<file path="src/rtl/uart_mmio_pkg.sv">
package uart_mmio_pkg;

   localparam int BYTE_W        = 8;
   localparam int BUS_W         = 32;

   // word indexes of the three registers
   localparam int REG_DATA      = 0;
   localparam int REG_CTRL      = 1;
   localparam int REG_CLK       = 2;

   // data word fields
   localparam int DAT_RXV_BIT   = 8;
   localparam int DAT_TXR_BIT   = 9;

   // control word fields
   localparam int CTL_MODE_LSB  = 2;
   localparam int CTL_TXOVR_BIT = 7;
   localparam int CTL_RXOVR_BIT = 8;
   localparam int CTL_OVRN_BIT  = 12;

   // clock word fields
   localparam int CLK_STEP_W    = 16;
   localparam int CLK_SCALE_W   = 12;

   typedef enum logic [2:0] {
      RX_IDLE,
      RX_START,
      RX_DATA,
      RX_STOP,
      RX_WAIT_HI
   } rx_state_t;

endpackage

</file>
<file path="src/rtl/uart_mmio_sync.sv">
module uart_mmio_sync #(
   parameter int   STAGES  = 2,
   parameter logic RST_VAL = 1'b1
) (
   input  logic clk,
   input  logic rst_n,
   input  logic d,
   output logic q
);

   generate
      if (STAGES == 0) begin : g_bypass
         assign q = d;
      end else begin : g_chain
         logic [STAGES-1:0] chain;
         always_ff @(posedge clk or negedge rst_n) begin
            if (!rst_n) begin
               chain <= {STAGES{RST_VAL}};
            end else begin
               chain[0] <= d;
               for (int i = 1; i < STAGES; i++) begin
                  chain[i] <= chain[i-1];
               end
            end
         end
         assign q = chain[STAGES-1];
      end
   endgenerate

endmodule

</file>
<file path="src/rtl/uart_mmio_tx.sv">
module uart_mmio_tx #(
   parameter int OVERSAMPLE = 16,
   parameter int DATA_W     = 8
) (
   input  logic              clk,
   input  logic              rst_n,
   input  logic              os_tick,
   input  logic              load_req,
   input  logic [DATA_W-1:0] load_data,
   output logic              accept,
   output logic              txd
);

   localparam int FRAME_BITS = DATA_W + 2;
   localparam int CNT_W      = $clog2(OVERSAMPLE);
   localparam int BIT_W      = $clog2(FRAME_BITS);

   logic                  busy;
   logic [FRAME_BITS-1:0] shreg;
   logic [CNT_W-1:0]      tick_cnt;
   logic [BIT_W-1:0]      bit_cnt;

   assign accept = !busy && load_req;
   assign txd    = shreg[0];

   always_ff @(posedge clk or negedge rst_n) begin
      if (!rst_n) begin
         busy     <= 1'b0;
         shreg    <= '1;
         tick_cnt <= '0;
         bit_cnt  <= '0;
      end else if (!busy) begin
         if (load_req) begin
            busy     <= 1'b1;
            shreg    <= {1'b1, load_data, 1'b0};
            tick_cnt <= '0;
            bit_cnt  <= '0;
         end
      end else if (os_tick) begin
         if (tick_cnt == CNT_W'(OVERSAMPLE - 1)) begin
            tick_cnt <= '0;
            shreg    <= {1'b1, shreg[FRAME_BITS-1:1]};
            if (bit_cnt == BIT_W'(FRAME_BITS - 1)) begin
               busy <= 1'b0;
            end else begin
               bit_cnt <= bit_cnt + 1'b1;
            end
         end else begin
            tick_cnt <= tick_cnt + 1'b1;
         end
      end
   end


   start_bit_chk: assert property (@(posedge clk) disable iff (!rst_n)
      accept |=> !txd);


   idle_high_chk: assert property (@(posedge clk) disable iff (!rst_n)
      !busy |-> txd);

endmodule

</file>
<file path="src/rtl/uart_mmio_rx.sv">
module uart_mmio_rx
   import uart_mmio_pkg::*;
#(
   parameter int OVERSAMPLE = 16,
   parameter int DATA_W     = 8
) (
   input  logic              clk,
   input  logic              rst_n,
   input  logic              os_tick,
   input  logic              rxd_s,
   output logic              frame_done,
   output logic [DATA_W-1:0] frame_data
);

   localparam int CNT_W = $clog2(OVERSAMPLE);
   localparam int BIT_W = $clog2(DATA_W);
   localparam int HALF  = OVERSAMPLE / 2;

   rx_state_t         state;
   logic [CNT_W-1:0]  tick_cnt;
   logic [BIT_W-1:0]  bit_cnt;
   logic [DATA_W-1:0] shreg;

   assign frame_data = shreg;

   always_ff @(posedge clk or negedge rst_n) begin
      if (!rst_n) begin
         state      <= RX_IDLE;
         tick_cnt   <= '0;
         bit_cnt    <= '0;
         shreg      <= '0;
         frame_done <= 1'b0;
      end else begin
         frame_done <= 1'b0;
         case (state)
            RX_IDLE: begin
               if (!rxd_s) begin
                  state    <= RX_START;
                  tick_cnt <= '0;
               end
            end
            RX_START: begin
               if (os_tick) begin
                  if (tick_cnt == CNT_W'(HALF - 1)) begin
                     tick_cnt <= '0;
                     bit_cnt  <= '0;
                     state    <= rxd_s ? RX_IDLE : RX_DATA;
                  end else begin
                     tick_cnt <= tick_cnt + 1'b1;
                  end
               end
            end
            RX_DATA: begin
               if (os_tick) begin
                  if (tick_cnt == CNT_W'(OVERSAMPLE - 1)) begin
                     tick_cnt <= '0;
                     shreg    <= {rxd_s, shreg[DATA_W-1:1]};
                     if (bit_cnt == BIT_W'(DATA_W - 1)) begin
                        state <= RX_STOP;
                     end else begin
                        bit_cnt <= bit_cnt + 1'b1;
                     end
                  end else begin
                     tick_cnt <= tick_cnt + 1'b1;
                  end
               end
            end
            RX_STOP: begin
               if (os_tick) begin
                  if (tick_cnt == CNT_W'(OVERSAMPLE - 1)) begin
                     tick_cnt <= '0;
                     if (rxd_s) begin
                        frame_done <= 1'b1;
                        state      <= RX_IDLE;
                     end else begin
                        state <= RX_WAIT_HI;
                     end
                  end else begin
                     tick_cnt <= tick_cnt + 1'b1;
                  end
               end
            end
            RX_WAIT_HI: begin
               if (rxd_s) begin
                  state <= RX_IDLE;
               end
            end
            default: state <= RX_IDLE;
         endcase
      end
   end


   stop_high_chk: assert property (@(posedge clk) disable iff (!rst_n)
      frame_done |-> $past(rxd_s));


   done_pulse_chk: assert property (@(posedge clk) disable iff (!rst_n)
      frame_done |=> !frame_done);

endmodule

</file>
<file path="src/rtl/uart_mmio_core.sv">
module uart_mmio_core
   import uart_mmio_pkg::*;
#(
   parameter int          ADDR_W      = 4,
   parameter int          OVERSAMPLE  = 16,
   parameter int          SYNC_STAGES = 2,
   parameter logic [31:0] CLK_RST     = 32'h0
) (
   input  logic              clk,
   input  logic              rst_n,
   input  logic              bus_wr,
   input  logic [ADDR_W-1:0] bus_addr,
   input  logic [BUS_W-1:0]  bus_wdata,
   output logic [BUS_W-1:0]  bus_rdata,
   input  logic              os_tick,
   input  logic              cts_n,
   input  logic              rxd,
   output logic              txd,
   output logic [BUS_W-1:0]  brg_cfg
);

   localparam int IDX_W   = ADDR_W - 2;
   localparam int CLK_USE = CLK_STEP_W + CLK_SCALE_W;

   generate
      if (ADDR_W < 4) begin : g_bad_addr
         $error("ADDR_W must cover three word registers");
      end
      if (OVERSAMPLE < 4 || (OVERSAMPLE % 2) != 0) begin : g_bad_os
         $error("OVERSAMPLE must be even and at least 4");
      end
      if (SYNC_STAGES > 4) begin : g_bad_sync
         $error("SYNC_STAGES above 4 is not supported");
      end
   endgenerate

   // ---------------- register decode
   logic [IDX_W-1:0] widx;
   logic             wr_data, wr_ctrl, wr_clk;

   assign widx    = bus_addr[ADDR_W-1:2];
   assign wr_data = bus_wr && (widx == IDX_W'(REG_DATA));
   assign wr_ctrl = bus_wr && (widx == IDX_W'(REG_CTRL));
   assign wr_clk  = bus_wr && (widx == IDX_W'(REG_CLK));

   // ---------------- synchronizers
   logic cts_n_s, rxd_s;

   uart_mmio_sync #(.STAGES(SYNC_STAGES), .RST_VAL(1'b1)) u_sync_cts (
      .clk(clk), .rst_n(rst_n), .d(cts_n), .q(cts_n_s));

   uart_mmio_sync #(.STAGES(SYNC_STAGES), .RST_VAL(1'b1)) u_sync_rxd (
      .clk(clk), .rst_n(rst_n), .d(rxd), .q(rxd_s));

   // ---------------- control and clock registers
   logic [1:0]             if_mode;
   logic                   tx_ovr, rx_ovr;
   logic [CLK_SCALE_W-1:0] clk_scale;
   logic [CLK_STEP_W-1:0]  clk_step;

   always_ff @(posedge clk or negedge rst_n) begin
      if (!rst_n) begin
         if_mode   <= '0;
         tx_ovr    <= 1'b0;
         rx_ovr    <= 1'b0;
         clk_scale <= CLK_RST[CLK_USE-1:CLK_STEP_W];
         clk_step  <= CLK_RST[CLK_STEP_W-1:0];
      end else begin
         if (wr_ctrl) begin
            if_mode <= bus_wdata[CTL_MODE_LSB+1:CTL_MODE_LSB];
            tx_ovr  <= bus_wdata[CTL_TXOVR_BIT];
            rx_ovr  <= bus_wdata[CTL_RXOVR_BIT];
         end
         if (wr_clk) begin
            clk_scale <= bus_wdata[CLK_USE-1:CLK_STEP_W];
            clk_step  <= bus_wdata[CLK_STEP_W-1:0];
         end
      end
   end

   assign brg_cfg = {{(BUS_W-CLK_USE){1'b0}}, clk_scale, clk_step};

   // ---------------- transmit holding stage
   logic              hold_full;
   logic [BYTE_W-1:0] hold_byte;
   logic              tx_go, tx_accept;

   assign tx_go = hold_full && (tx_ovr || !cts_n_s);

   always_ff @(posedge clk or negedge rst_n) begin
      if (!rst_n) begin
         hold_full <= 1'b0;
         hold_byte <= '0;
      end else if (tx_accept) begin
         hold_full <= 1'b0;
      end else if (wr_data && bus_wdata[DAT_TXR_BIT] && !hold_full) begin
         hold_full <= 1'b1;
         hold_byte <= bus_wdata[BYTE_W-1:0];
      end
   end

   uart_mmio_tx #(.OVERSAMPLE(OVERSAMPLE), .DATA_W(BYTE_W)) u_tx (
      .clk(clk), .rst_n(rst_n), .os_tick(os_tick),
      .load_req(tx_go), .load_data(hold_byte),
      .accept(tx_accept), .txd(txd));

   // ---------------- receive holding stage
   logic              rx_done;
   logic [BYTE_W-1:0] rx_data;
   logic              rx_full, overrun;
   logic [BYTE_W-1:0] rx_byte;
   logic              rx_ack, ovr_clr;

   assign rx_ack  = wr_data && bus_wdata[DAT_RXV_BIT];
   assign ovr_clr = wr_ctrl && bus_wdata[CTL_OVRN_BIT];

   uart_mmio_rx #(.OVERSAMPLE(OVERSAMPLE), .DATA_W(BYTE_W)) u_rx (
      .clk(clk), .rst_n(rst_n), .os_tick(os_tick), .rxd_s(rxd_s),
      .frame_done(rx_done), .frame_data(rx_data));

   always_ff @(posedge clk or negedge rst_n) begin
      if (!rst_n) begin
         rx_full <= 1'b0;
         rx_byte <= '0;
         overrun <= 1'b0;
      end else begin
         if (rx_done && rx_full && !rx_ack) begin
            overrun <= 1'b1;
         end else begin
            if (ovr_clr) begin
               overrun <= 1'b0;
            end
            if (rx_done) begin
               rx_full <= 1'b1;
               rx_byte <= rx_data;
            end else if (rx_ack) begin
               rx_full <= 1'b0;
            end
         end
      end
   end

   // ---------------- read mux
   logic unused_bus;
   assign unused_bus = ^{bus_wdata[BUS_W-1:CLK_USE], bus_addr[1:0], if_mode[0]};

   always_comb begin
      bus_rdata = '0;
      case (widx)
         IDX_W'(REG_DATA): begin
            bus_rdata[BYTE_W-1:0]  = rx_byte;
            bus_rdata[DAT_RXV_BIT] = rx_full;
            bus_rdata[DAT_TXR_BIT] = !hold_full;
         end
         IDX_W'(REG_CTRL): begin
            bus_rdata[CTL_MODE_LSB+1:CTL_MODE_LSB] = if_mode;
            bus_rdata[CTL_TXOVR_BIT] = tx_ovr;
            bus_rdata[CTL_RXOVR_BIT] = rx_ovr;
            bus_rdata[CTL_OVRN_BIT]  = overrun;
         end
         IDX_W'(REG_CLK): begin
            bus_rdata = brg_cfg;
         end
         default: bus_rdata = '0;
      endcase
   end


   hold_keep_chk: assert property (@(posedge clk) disable iff (!rst_n)
      (hold_full && !tx_accept) |=> (hold_full && $stable(hold_byte)));


   cts_block_chk: assert property (@(posedge clk) disable iff (!rst_n)
      (hold_full && !tx_ovr && cts_n_s) |=> hold_full);


   rx_keep_chk: assert property (@(posedge clk) disable iff (!rst_n)
      (rx_full && !rx_ack) |=> rx_full);


   ovr_keep_chk: assert property (@(posedge clk) disable iff (!rst_n)
      $rose(overrun) |-> (rx_full && $stable(rx_byte)));

endmodule

</file>
<file path="config.mk">
export PLATFORM = sky130hd
export DESIGN_NAME = uart_mmio_core
export DESIGN_NICKNAME = d
export VERILOG_FILES = /design/src/rtl/uart_mmio_pkg.sv /design/src/rtl/uart_mmio_sync.sv /design/src/rtl/uart_mmio_tx.sv /design/src/rtl/uart_mmio_rx.sv /design/src/rtl/uart_mmio_core.sv
export SDC_FILE = /design/constraint.sdc
export NUM_CORES = 1
export LEC_CHECK = 0
export CAP_MARGIN = 5
export CORE_MARGIN = 3
export CORE_UTILIZATION = 49
export DETAILED_ROUTE_END_ITERATION = 10
export MAX_ROUTING_LAYER = met4
export PLACE_DENSITY_LB_ADDON = 0.25
export SLEW_MARGIN = 5
export SYNTH_ARGS = -nofsm -noshare
export SYNTH_HDL_FRONTEND = slang
export SYNTH_SLANG_ARGS = --single-unit
</file>
<file path="constraint.sdc">
create_clock -name clk -period 2.6 [get_ports clk]
set_input_delay 0.52 -clock clk [delete_from_list [all_inputs] [get_ports clk]]
set_output_delay 0.52 -clock clk [all_outputs]
set_load 0.01 [all_outputs]
</file>
==> impl_metrics.env <==
export IMPL_area_growth_pct=28.5
export IMPL_grt_pass1_wl_mm=15.2
export IMPL_cts_htree_levels=3
export IMPL_grt_pass1_vias=2983
export IMPL_vias_per_cell=5.39
export IMPL_ys_seq_elements=92
export IMPL_finalNonFillerCells=563
export IMPL_dp_slack_ns=-0.243
export IMPL_drc_errors=0
export IMPL_hp_class="in -> async"
export IMPL_io_pins=107
export IMPL_clock_power_share=0.227
export IMPL_cts_buffers=9
export IMPL_nets=506
export IMPL_required_ns=2.08
export IMPL_antenna_found_initial=0
export IMPL_clock_latency_ns=0.36
export IMPL_grt_ovfl_total=0
export IMPL_cp_start_kind="primary input"
export IMPL_yosysMostFrequentCell="dfrtp_1"
export IMPL_setup_ws_ns=0.0727
export IMPL_finClkSkew_ns=0.00889
export IMPL_synthDistinctLibCells=46
export IMPL_path_clk_slew_ns=0.08
export IMPL_p_int_mw=2.56
export IMPL_layout_min_cycle_time_ns=2.53
export IMPL_dp_hpwl_mm=6.94
export IMPL_wirelength_mm=9.33
export IMPL_grt_usage=0.201
export IMPL_seqPwrFrac=0.524
export IMPL_async_flop_share=1.00
export IMPL_combPwrFrac=0.248
export IMPL_synth_area_leaders="dfrtp_1, mux2_2, dfstp_2"
export IMPL_start_util=0.511
export IMPL_max_freq_ghz=0.396
export IMPL_die_area_um2=9860
export IMPL_switching_share=0.297
export IMPL_synth_avg_cell_area_um2=12.0
export IMPL_status="finished clean"
export IMPL_gp_congestion=0.835
export IMPL_core_um2=8340
export IMPL_rows=33
export IMPL_routed_via_count=3037
export IMPL_ys_seq_area_frac=0.544
export IMPL_p_leak_nw=2.67
export IMPL_io_buffers=92
export IMPL_synthFlopType="dfrtp_1"
export IMPL_die_h_um=99.3
export IMPL_yosysWarnings=0
export IMPL_dp_cells=547
export IMPL_drtIter0Drc=146
export IMPL_diodes=0
export IMPL_clock_sinks=92
export IMPL_endpoint_kind="output pin"
export IMPL_synthCells=356
export IMPL_die_x_um=99.3
export IMPL_yosysTopAreaCell="dfrtp_1"
export IMPL_power_density_nw_per_um2=664
export IMPL_rsz0062_at_grt="yes"
export IMPL_worst_r2r_path_depth=6
export IMPL_path_class="in -> out"
export IMPL_path_max_fanout=6
export IMPL_grt_start_max_net_pins=37
export IMPL_dr_pass1_iters=4
export IMPL_p_sw_mw=1.08
export IMPL_cts_buffer_depth=2
export IMPL_wire_per_inst_um=16.6
export IMPL_fill_cells=663
export IMPL_synth_edf_count=0
export IMPL_drive_gt1_frac=0.231
export IMPL_ir_worst_vdd_uv=367
export IMPL_ant_nets=0
export IMPL_cts_tree="yes"
export IMPL_finalHoldViolCount=0
export IMPL_root_buffer="clkbuf_8"
export IMPL_finalSetupViolations=0
export IMPL_finalMaxSlewViolations=0
export IMPL_maxCapViolations=0
export IMPL_synthTopCellsByCount="dfrtp_1, mux2_2, nor2_1"
export IMPL_cp_arrival_ns=2.01
export IMPL_syn_area_um2=4270
export IMPL_period_share=0.972
export IMPL_synth_top_area_frac=0.463
area by class of cell:
| type | count | area (um2) | area share |
|---|---|---|---|
| clock buffer | 12 | 145 | 0.0265 |
| clock inverter | 3 | 15.0 | 0.00274 |
| inverter | 8 | 30.0 | 0.00548 |
| multi-input combinational | 240 | 1830 | 0.334 |
| sequential | 92 | 2320 | 0.423 |
| tap | 105 | 131 | 0.0240 |
| timing repair buffer | 103 | 1010 | 0.184 |
flip-flops by register name, indices dropped and copies added, names as in the netlist, 2 cells and up:
signal                    flops
u_tx.shreg                    9
clk_scale                    12
if_mode                       2
u_rx.frame_data               8
u_rx.state                    3
u_sync_cts.g_chain.chain      2
u_tx.tick_cnt                 4
clk_step                     16
u_rx.bit_cnt                  3
u_tx.bit_cnt                  4
u_sync_rxd.g_chain.chain      2
rx_byte                       8
u_rx.tick_cnt                 4
hold_byte                     8
cells in the final DEF, fill, tap and decap left out, types with 10 or more instances in the layout:
cell type,count
mux2i_1,10
nor2_1,28
buf_4,10
dfstp_2,13
clkdlybuf4s50_1,62
clkbuf_8,10
o21ai_0,13
dlygate4sd2_1,18
a21oi_1,17
and2_1,20
mux2_2,56
nand2_1,19
dfrtp_1,79
power by group through the flow:
stage	clock network [mW]	logic (mW)	registers [mW]
2_1_floorplan	0	0.522	1.88
3_3_place_gp	0	0.898	1.91
3_5_place_dp	0	0.929	1.93
4_1_cts	0.855	0.919	1.91
5_1_grt	0.909	0.998	1.95
6_report	0.827	0.903	1.91
per-stage QoR:
| step | instance area, um2 | util | TNS (ns) | hold slack [ns] | total power [mW] |
|---|---|---|---|---|---|
| 3_5_place_dp | 5290 | 0.634 | -6.04 | 0.351 | 2.86 |
| 5_1_grt | 5480 | 0.657 | -0.0175 | 0.122 | 3.86 |
| 3_3_place_gp | 5290 | 0.634 | -5.13 | 0.346 | 2.81 |
| 6_report | 5480 | 0.657 | 0 | 0.101 | 3.64 |
| 4_1_cts | 5470 | 0.656 | -0.0455 | 0.106 | 3.68 |
| 2_1_floorplan | 4290 | - | 0 | 0.224 | 2.40 |
repair_timing:
item,in CTS,in global routing
setup buffers,1,0
gates resized for setup,30,14
hold buffers,0,0
pin swaps,1,2
endpoints found under the setup margin,28,11
routing by layer:
layer / vias up / GRT usage / part of all wire
li1: 1438 / - / -
met1: 1517 / 0.262 / 0.43
met2: 66 / 0.308 / 0.51
met3: 16 / 0.0484 / 0.041
met4: 0 / 0.0746 / 0.020
met5: - / - / 0
cells by family after synthesis:
| family | Yosys count | synth area share |
|---|---|---|
| AOI/OAI and AO/OA | 57 | 0.0906 |
| xor gates and xnor gates | 3 | 0.00616 |
| adders and majority gates | 10 | 0.0293 |
| buffers and inverters | 31 | 0.0393 |
| DFF | 92 | 0.544 |
| muxes | 67 | 0.175 |
| other | 1 | 0.000879 |
| and+or+nand+nor | 95 | 0.115 |
final timing paths:
| path | from | endpoint | slack, ns |
|---|---|---|---|
| worst max-delay path | bus_addr[2] | bus_rdata[8] | 0.07 |
| worst min-delay path | rst_n | hold_byte[0] | 0.10 |
| worst max register to register | u_rx.bit_cnt[0] | u_rx.bit_cnt[0] | 0.66 |
| worst min register to register | u_sync_rxd.g_chain.chain[0] | u_sync_rxd.g_chain.chain[1] | 0.36 |
| max in group asynchronous | rst_n | u_tx.shreg[7] | 1.81 |
| min in group clk | u_sync_rxd.g_chain.chain[0] | u_sync_rxd.g_chain.chain[1] | 0.36 |
worst max-delay path, stage by stage:
cell and delay [ns]:
clkdlybuf4s50_1 0.50, inv_2 0.08, ha_4 0.20, buf_4 0.14, a222oi_1 0.35, nor2_1 0.07
clkbuf_2 0.14
No activity file was read; power rests on OpenSTA's default activity.
